===== src/rtl/uff_pkg.sv =====
package uff_pkg;
  typedef enum logic [1:0] {
    A_DATA = 2'd0,
    A_STAT = 2'd1,
    A_CTRL = 2'd2,
    A_CNT  = 2'd3
  } reg_addr_e;

  localparam int unsigned ST_TXE  = 0;
  localparam int unsigned ST_RXF  = 1;
  localparam int unsigned ST_FER  = 2;
  localparam int unsigned ST_PER  = 3;
  localparam int unsigned ST_TXOV = 4;
  localparam int unsigned ST_RXOV = 5;
  localparam int unsigned N_STICKY = 6;

  function automatic int unsigned tx_level(input logic [1:0] code);
    case (code)
      2'd0:    return 8;
      2'd1:    return 4;
      2'd2:    return 2;
      default: return 1;
    endcase
  endfunction

  function automatic int unsigned rx_level(input logic [1:0] code);
    case (code)
      2'd0:    return 1;
      2'd1:    return 4;
      2'd2:    return 8;
      default: return 14;
    endcase
  endfunction
endpackage


===== src/rtl/uff_byte_fifo.sv =====
module uff_byte_fifo #(
  parameter int unsigned WIDTH = 8,
  parameter int unsigned DEPTH = 16,
  localparam int unsigned AW = $clog2(DEPTH),
  localparam int unsigned CW = $clog2(DEPTH + 1)
) (
  input  logic             clk_i,
  input  logic             rst_ni,
  input  logic             push_i,
  input  logic [WIDTH-1:0] data_i,
  input  logic             pop_i,
  output logic [WIDTH-1:0] data_o,
  output logic [CW-1:0]    count_o,
  output logic             drop_o
);
  logic [WIDTH-1:0] mem_q [DEPTH];
  logic [AW-1:0]    wptr_q, rptr_q;
  logic [CW-1:0]    cnt_q;
  logic             full, empty, do_push, do_pop;

  assign full    = (cnt_q == CW'(DEPTH));
  assign empty   = (cnt_q == '0);
  assign do_push = push_i & ~full;
  assign do_pop  = pop_i & ~empty;
  assign drop_o  = push_i & full;
  assign data_o  = mem_q[rptr_q];
  assign count_o = cnt_q;

  always_ff @(posedge clk_i) begin
    if (do_push) mem_q[wptr_q] <= data_i;
  end

  always_ff @(posedge clk_i or negedge rst_ni) begin
    if (!rst_ni) begin
      wptr_q <= '0;
      rptr_q <= '0;
      cnt_q  <= '0;
    end else begin
      if (do_push) wptr_q <= (wptr_q == AW'(DEPTH - 1)) ? '0 : wptr_q + 1'b1;
      if (do_pop)  rptr_q <= (rptr_q == AW'(DEPTH - 1)) ? '0 : rptr_q + 1'b1;
      case ({do_push, do_pop})
        2'b10:   cnt_q <= cnt_q + 1'b1;
        2'b01:   cnt_q <= cnt_q - 1'b1;
        default: cnt_q <= cnt_q;
      endcase
    end
  end

  p_no_overflow_r9: assert property (@(posedge clk_i) disable iff (!rst_ni)
    cnt_q <= CW'(DEPTH));
  p_full_drop_r9: assert property (@(posedge clk_i) disable iff (!rst_ni)
    (push_i && full && !pop_i) |=> (cnt_q == CW'(DEPTH)));
  p_order_r1: assert property (@(posedge clk_i) disable iff (!rst_ni)
    (pop_i && !push_i && !empty) |=> (cnt_q == $past(cnt_q) - 1'b1));
endmodule


===== src/rtl/uff_sticky_bits.sv =====
module uff_sticky_bits #(
  parameter int unsigned N = 6
) (
  input  logic         clk_i,
  input  logic         rst_ni,
  input  logic [N-1:0] set_i,
  input  logic         rd_i,
  input  logic         wr_i,
  input  logic [N-1:0] wdata_i,
  output logic [N-1:0] q_o
);
  logic [N-1:0] q_q, armed_q;

  for (genvar i = 0; i < N; i++) begin : g_bit
    logic clr;
    // clear only when the bit was seen as 1 by a prior read; set wins
    assign clr = wr_i & armed_q[i] & ~wdata_i[i];

    always_ff @(posedge clk_i or negedge rst_ni) begin
      if (!rst_ni) begin
        q_q[i]     <= 1'b0;
        armed_q[i] <= 1'b0;
      end else begin
        q_q[i] <= set_i[i] | (q_q[i] & ~clr);
        if (rd_i)      armed_q[i] <= q_q[i];
        else if (wr_i) armed_q[i] <= 1'b0;
      end
    end

    p_set_wins_r5: assert property (@(posedge clk_i) disable iff (!rst_ni)
      set_i[i] |=> q_q[i]);
    p_clear_armed_r4: assert property (@(posedge clk_i) disable iff (!rst_ni)
      $fell(q_q[i]) |-> $past(wr_i && armed_q[i] && !wdata_i[i]));
  end

  assign q_o = q_q;
endmodule


===== src/rtl/uart_fifo_flags.sv =====
module uart_fifo_flags
  import uff_pkg::*;
#(
  parameter int unsigned DEPTH  = 16,
  parameter int unsigned DW     = 8,
  parameter int unsigned CNT_FW = 7,
  localparam int unsigned CW    = $clog2(DEPTH + 1)
) (
  input  logic          clk_i,
  input  logic          rst_ni,
  input  logic [1:0]    reg_addr_i,
  input  logic          reg_wr_i,
  input  logic          reg_rd_i,
  input  logic [7:0]    reg_wdata_i,
  output logic [15:0]   reg_rdata_o,
  output logic [DW-1:0] tx_data_o,
  output logic          tx_valid_o,
  input  logic          tx_pop_i,
  input  logic          rx_strobe_i,
  input  logic [DW-1:0] rx_data_i,
  input  logic          rx_stop_i,
  input  logic          rx_par_err_i,
  input  logic          rxd_i
);
  logic [1:0]    tx_code_q, rx_code_q;
  logic [CW-1:0] tx_cnt, rx_cnt;
  logic [DW-1:0] rx_head;
  logic          tx_drop, rx_drop;
  logic          tx_push, rx_pop, rx_push;
  logic          brk_frame, brk_q;
  logic          st_rd, st_wr;
  logic [N_STICKY-1:0] sets, sticky;

  assign tx_push = reg_wr_i & (reg_addr_i == A_DATA);
  assign rx_pop  = reg_rd_i & (reg_addr_i == A_DATA);
  assign st_rd   = reg_rd_i & (reg_addr_i == A_STAT);
  assign st_wr   = reg_wr_i & (reg_addr_i == A_STAT);

  always_ff @(posedge clk_i or negedge rst_ni) begin
    if (!rst_ni) begin
      tx_code_q <= '0;
      rx_code_q <= '0;
    end else if (reg_wr_i && reg_addr_i == A_CTRL) begin
      tx_code_q <= reg_wdata_i[1:0];
      rx_code_q <= reg_wdata_i[3:2];
    end
  end

  uff_byte_fifo #(.WIDTH(DW), .DEPTH(DEPTH)) u_tx_fifo (
    .clk_i, .rst_ni,
    .push_i(tx_push), .data_i(reg_wdata_i[DW-1:0]), .pop_i(tx_pop_i),
    .data_o(tx_data_o), .count_o(tx_cnt), .drop_o(tx_drop)
  );
  assign tx_valid_o = (tx_cnt != '0);

  // break gate: the receiver keeps flagging errors, storage is blocked
  assign brk_frame = rx_strobe_i & (rx_data_i == '0) & ~rx_stop_i;
  assign rx_push   = rx_strobe_i & ~brk_frame & ~brk_q;

  always_ff @(posedge clk_i or negedge rst_ni) begin
    if (!rst_ni)        brk_q <= 1'b0;
    else if (brk_frame) brk_q <= 1'b1;
    else if (rxd_i)     brk_q <= 1'b0;
  end

  uff_byte_fifo #(.WIDTH(DW), .DEPTH(DEPTH)) u_rx_fifo (
    .clk_i, .rst_ni,
    .push_i(rx_push), .data_i(rx_data_i), .pop_i(rx_pop),
    .data_o(rx_head), .count_o(rx_cnt), .drop_o(rx_drop)
  );

  always_comb begin
    sets          = '0;
    sets[ST_TXE]  = tx_cnt <= CW'(tx_level(tx_code_q));
    sets[ST_RXF]  = rx_cnt >= CW'(rx_level(rx_code_q));
    sets[ST_FER]  = rx_strobe_i & ~rx_stop_i;
    sets[ST_PER]  = rx_strobe_i & rx_par_err_i;
    sets[ST_TXOV] = tx_drop;
    sets[ST_RXOV] = rx_drop;
  end

  uff_sticky_bits #(.N(N_STICKY)) u_flags (
    .clk_i, .rst_ni,
    .set_i(sets), .rd_i(st_rd), .wr_i(st_wr),
    .wdata_i(reg_wdata_i[N_STICKY-1:0]), .q_o(sticky)
  );

  always_comb begin
    reg_rdata_o = '0;
    case (reg_addr_i)
      A_DATA: reg_rdata_o[DW-1:0] = rx_head;
      A_STAT: reg_rdata_o[7:0]    = {rxd_i, brk_q, sticky};
      A_CTRL: reg_rdata_o[3:0]    = {rx_code_q, tx_code_q};
      default: begin
        reg_rdata_o[8 +: CNT_FW] = CNT_FW'(tx_cnt);
        reg_rdata_o[0 +: CNT_FW] = CNT_FW'(rx_cnt);
      end
    endcase
  end

  p_break_no_store_r8: assert property (@(posedge clk_i) disable iff (!rst_ni)
    ((brk_q || brk_frame) && rx_strobe_i) |=> (rx_cnt <= $past(rx_cnt)));
  p_break_exit_r8: assert property (@(posedge clk_i) disable iff (!rst_ni)
    (rxd_i && !rx_strobe_i) |=> !brk_q);
  p_ctrl_hold_r2: assert property (@(posedge clk_i) disable iff (!rst_ni)
    !(reg_wr_i && reg_addr_i == A_CTRL) |=> $stable(tx_code_q));
endmodule


===== config.mk =====
export PLATFORM = sky130hd
export DESIGN_NAME = uart_fifo_flags
export DESIGN_NICKNAME = d
export VERILOG_FILES = /design/src/rtl/uff_pkg.sv /design/src/rtl/uff_byte_fifo.sv /design/src/rtl/uff_sticky_bits.sv /design/src/rtl/uart_fifo_flags.sv
export SDC_FILE = /design/constraint.sdc
export NUM_CORES = 1
export LEC_CHECK = 0
export ABC_AREA = 0
export BUFFER_PORTS_ARGS = -buffer_cell sky130_fd_sc_hd__buf_2
export CAP_MARGIN = 20
export CORE_ASPECT_RATIO = 1.2
export CORE_MARGIN = 3
export CORE_UTILIZATION = 26
export DETAILED_ROUTE_END_ITERATION = 10
export HOLD_SLACK_MARGIN = 0.12
export SLEW_MARGIN = 20
export SYNTH_ARGS = -nofsm -noshare
export SYNTH_HDL_FRONTEND = slang
export SYNTH_HIERARCHICAL = 1
export SYNTH_SLANG_ARGS = --single-unit

===== constraint.sdc =====
create_clock -name clk_i -period 2.6 [get_ports clk_i]
set_clock_uncertainty 0.1 [all_clocks]
set_input_delay 0.52 -clock clk_i [delete_from_list [all_inputs] [get_ports clk_i]]
set_output_delay 0.52 -clock clk_i [all_outputs]
set_load 0.05 [all_outputs]

==> flow_summary_export.csv <==
group,metric,value,unit
finish,layout.nets,964,
sta,fin_crit_sh,131,%
logic_synthesis,synth_cells,749,
sta,layout_min_cycle_time,3.41,ns
sta,tightest_slew,0.958,ns
routing,wl_per_cell,18.9,um
die,core,0.0484,sq mm
clock_network,cts_sinks,299,
clock_network,clk_pin_slew,0.06,ns
clock_network,htree_levels,1,
placed_design,portBuffers,48,
power,max-vdd-ir-drop,0.000730,V
global_routing,grt_usage,11.0,%
clock_network,clk_latency,0.57,ns
min_path,hold_depth,4,
sta,maxSlewHeadroom,35.9,%
sta,hold_viol_final,0,
logic_synthesis,yosys.cell_types.count,55,
critical_path,arrival,2.79,ns
global_routing,antenna_found_initial,1,
logic_synthesis,seq_area_frac_synth,68.3,%
logic_synthesis,synthArstFlopShare,14.4,%
logic_synthesis,syn_area_per_cell,17.1,sq um
routing,dr.pass1.iters,5,
routing,drc,0,
status,violations,"setup timing",
logic_synthesis,yosys_warnings,6,
routing,dr_total_vias,7159,
power,p_int,11900,uW
global_routing,grt_pass1_wl,45000,um
logic_synthesis,synth_edf_count,256,
power,power_frac_seq,34.3,%
power,switchingPower,5850,uW
critical_path,end_kind,"primary output",
routing,drt_first_iter_violations,416,
sta,rsz0062_at_grt,"yes",
power,switching_share,33.0,%
sta,final_max_slew_viol_count,0,
routing,drt-total-wl,29500,um
critical_path,path_max_fanout,7,
status,status,"complete, but fails checks",
sta,setup_viol_count_final,16,
min_path,hold_path_class,"input port to flop",
finish,area_growth,24.9,%
placed_design,place.gp.congestion,0.848,
clock_network,cts.path.max_buffers,3,
critical_path,cp_cell_sequence,"buf_8, mux4_2, a32oi_2, o21ai_2, mux4_2, buf_8",
critical_path,cp_top_family,"multiplexers",
critical_path,rr_worst_depth,9,
critical_path,slowest_delay,0.57,ns
power,power,17700,uW
sta,hold_ws,0.198,ns
critical_path,slowest_stage,"mux4_2",
global_routing,grt_pass1_vias,7472,
sta,max_freq,0.293,GHz
power,power_leakage,0.00571,uW
sta,finalSetupTns,-7.64,ns
placed_design,dp_hpwl,20200,um
die,core.rowCount,88,
clock_network,cts.root.buffer_cell,"clkbuf_16",
power,power_frac_comb,39.0,%
critical_path,crit_cells,6,
logic_synthesis,ys_ff_latch,299,
global_routing,grt_max_degree,35,
logic_synthesis,synth_area,0.0128,sq mm
die,io_pins,52,
die,initial_utilization,26.5,%
die,die-area,0.0521,sq mm
finish,drive_gt1_share,35.0,%
power,clkPwrFrac,26.6,%
power,powerDensity,1110,mW/mm^2
die,die_x,209,um
finish,post-route-util,33.1,%
routing,vias_per_cell,4.58,
global_routing,gr-total-overflow,0,
job,drv_cap,0,
routing,ant_nets,0,
critical_path,path_class,"flop to primary output",
logic_synthesis,ys.flop_type,"edfxtp_1",
clock_network,cts_tree,"done",
sta,fin_ws,-0.808,ns
critical_path,cp.buffers_inverters,2,
die,fp.dieH,249,um
critical_path,cp-start-kind,"flop",
critical_path,crit_required,1.98,ns
clock_network,cts_buffers,31,
## stage by stage
stage               instance area, sq um  std cells  setup slack, ns
finish                             16000       1563           -0.808
global placement                   14500       1490           -0.336
global route                       16000       1562           -0.868
detailed placement                 14500       1490           -0.351
floorplan                          12900        751           -0.140
CTS                                15900       1558           -0.817
## worst reg2reg max path, stage by stage (launching register included)
cell and delay, ns:
dfrtp_1 0.38, or4_4 0.54, o21a_4 0.22, ha_4 0.17
buf_4 0.14, ha_1 0.26, a21o_2 0.21, a21oi_2 0.15
xor2_1 0.16, o21ai_0 0.09
## path summary, 6_finish.rpt
check                                          start                   end  slack (ns)
worst max-delay path             u_rx_fifo/rptr_q[0]        reg_rdata_o[2]       -0.81
worst min-delay path                       rx_stop_i                 brk_q        0.20
worst max register to register  u_tx_fifo/count_o[3]  u_tx_fifo/count_o[3]        0.06
worst min register to register    u_flags/armed_q[4]        u_flags/q_o[4]        0.36
max in group asynchronous                     rst_ni   u_rx_fifo/wptr_q[0]        1.14
min in group asynchronous                     rst_ni   u_tx_fifo/wptr_q[1]        0.59
## placed cells by master, fill, tap and decap left out, drive strengths merged, types with 11 or more instances in the layout
| cell | n |
|---|---|
| o21ai | 33 |
| dfrtp | 43 |
| nand2b | 11 |
| clkbuf | 42 |
| nand2 | 27 |
| inv | 17 |
| a32oi | 16 |
| buf | 163 |
| a22oi | 16 |
| ha | 26 |
| mux4 | 52 |
| nor2 | 43 |
| mux2i | 54 |
| edfxtp | 256 |
## cell usage after synthesis, types with 3 or more instances
| master | n | area, sq um |
|---|---|---|
| buf_6 | 6 | 67.6 |
| nor2b_1 | 4 | 25.0 |
| nor4_1 | 5 | 31.3 |
| clkbuf_2 | 4 | 20.0 |
| nor3_1 | 10 | 50.1 |
| mux2_4 | 8 | 120 |
| a22o_1 | 3 | 26.3 |
| ha_1 | 26 | 325 |
| nand3_1 | 10 | 50.1 |
| buf_4 | 7 | 52.6 |
| mux2i_1 | 54 | 541 |
| nand2b_1 | 10 | 62.6 |
| mux4_2 | 44 | 991 |
| buf_1 | 4 | 15.0 |
| o21ai_1 | 15 | 75.1 |
| a32oi_1 | 16 | 140 |
| buf_2 | 14 | 70.1 |
| xnor2_1 | 10 | 87.6 |
| mux4_1 | 8 | 210 |
| and2_1 | 4 | 25.0 |
| edfxtp_1 | 256 | 7690 |
| a31oi_1 | 7 | 43.8 |
| o21ai_0 | 18 | 90.1 |
| dfrtp_1 | 43 | 1080 |
| a21oi_1 | 9 | 45.0 |
| inv_1 | 16 | 60.1 |
| nand2_1 | 27 | 101 |
| a21o_1 | 5 | 37.5 |
| and3_1 | 8 | 50.1 |
| nor2_1 | 43 | 161 |
| a22oi_1 | 16 | 120 |
## state kept, by name (all words and copies together) (netlist names)
register / cells
u_rx_fifo/mem_q: 128
u_rx_fifo/rptr_q: 4
u_tx_fifo/rptr_q: 4
tx_code_q: 2
u_flags/q_o: 6
u_tx_fifo/count_o: 5
u_rx_fifo/count_o: 5
u_tx_fifo/wptr_q: 4
rx_code_q: 2
brk_q: 1
u_rx_fifo/wptr_q: 4
u_tx_fifo/mem_q: 128
u_flags/armed_q: 6
## routing by layer
layer,routed length [um],track usage (%)
met3,1790,2.57
met4,540,2.14
met2,15100,19.4
met5,0,0
met1,12100,13.9
## power groups by stage
| stage | clock network, uW | logic [uW] | registers, uW |
|---|---|---|---|
| finish | 4720 | 6920 | 6080 |
| global route | 5010 | 7390 | 6130 |
| CTS | 4820 | 6760 | 6100 |
| detailed placement | 0 | 6160 | 6190 |
| global placement | 0 | 6100 | 6170 |
| floorplan | 0 | 4140 | 6070 |
## logic make-up after synthesis
logic type,share of synthesized area (%)
flops,68.3
mux,14.7
other cells,0.0292
fa+ha+maj,2.85
xor+xnor,0.819
simple gates,5.32
buf+inv,2.63
compound gates,5.36
## layout make-up
cell class,instances,area (sq um)
Fill cell,4676,32400
Timing Repair Buffer,166,1420
Tap cell,630,788
Clock inverter,15,234
Clock buffer,41,853
Inverter,16,60.1
Sequential cell,299,8770
Antenna cell,1,2.50
Multi-Input combinational cell,395,3900
## what timing repair did
item,CTS,global route
cloned,0,1
buffers inserted,10,3
hold endpoints to repair,33,0
resized for setup,62,12
hold buffers,2,0
pin swaps,11,12
endpoints found under the setup margin,19,19
(Power assumes the default switching activity.)
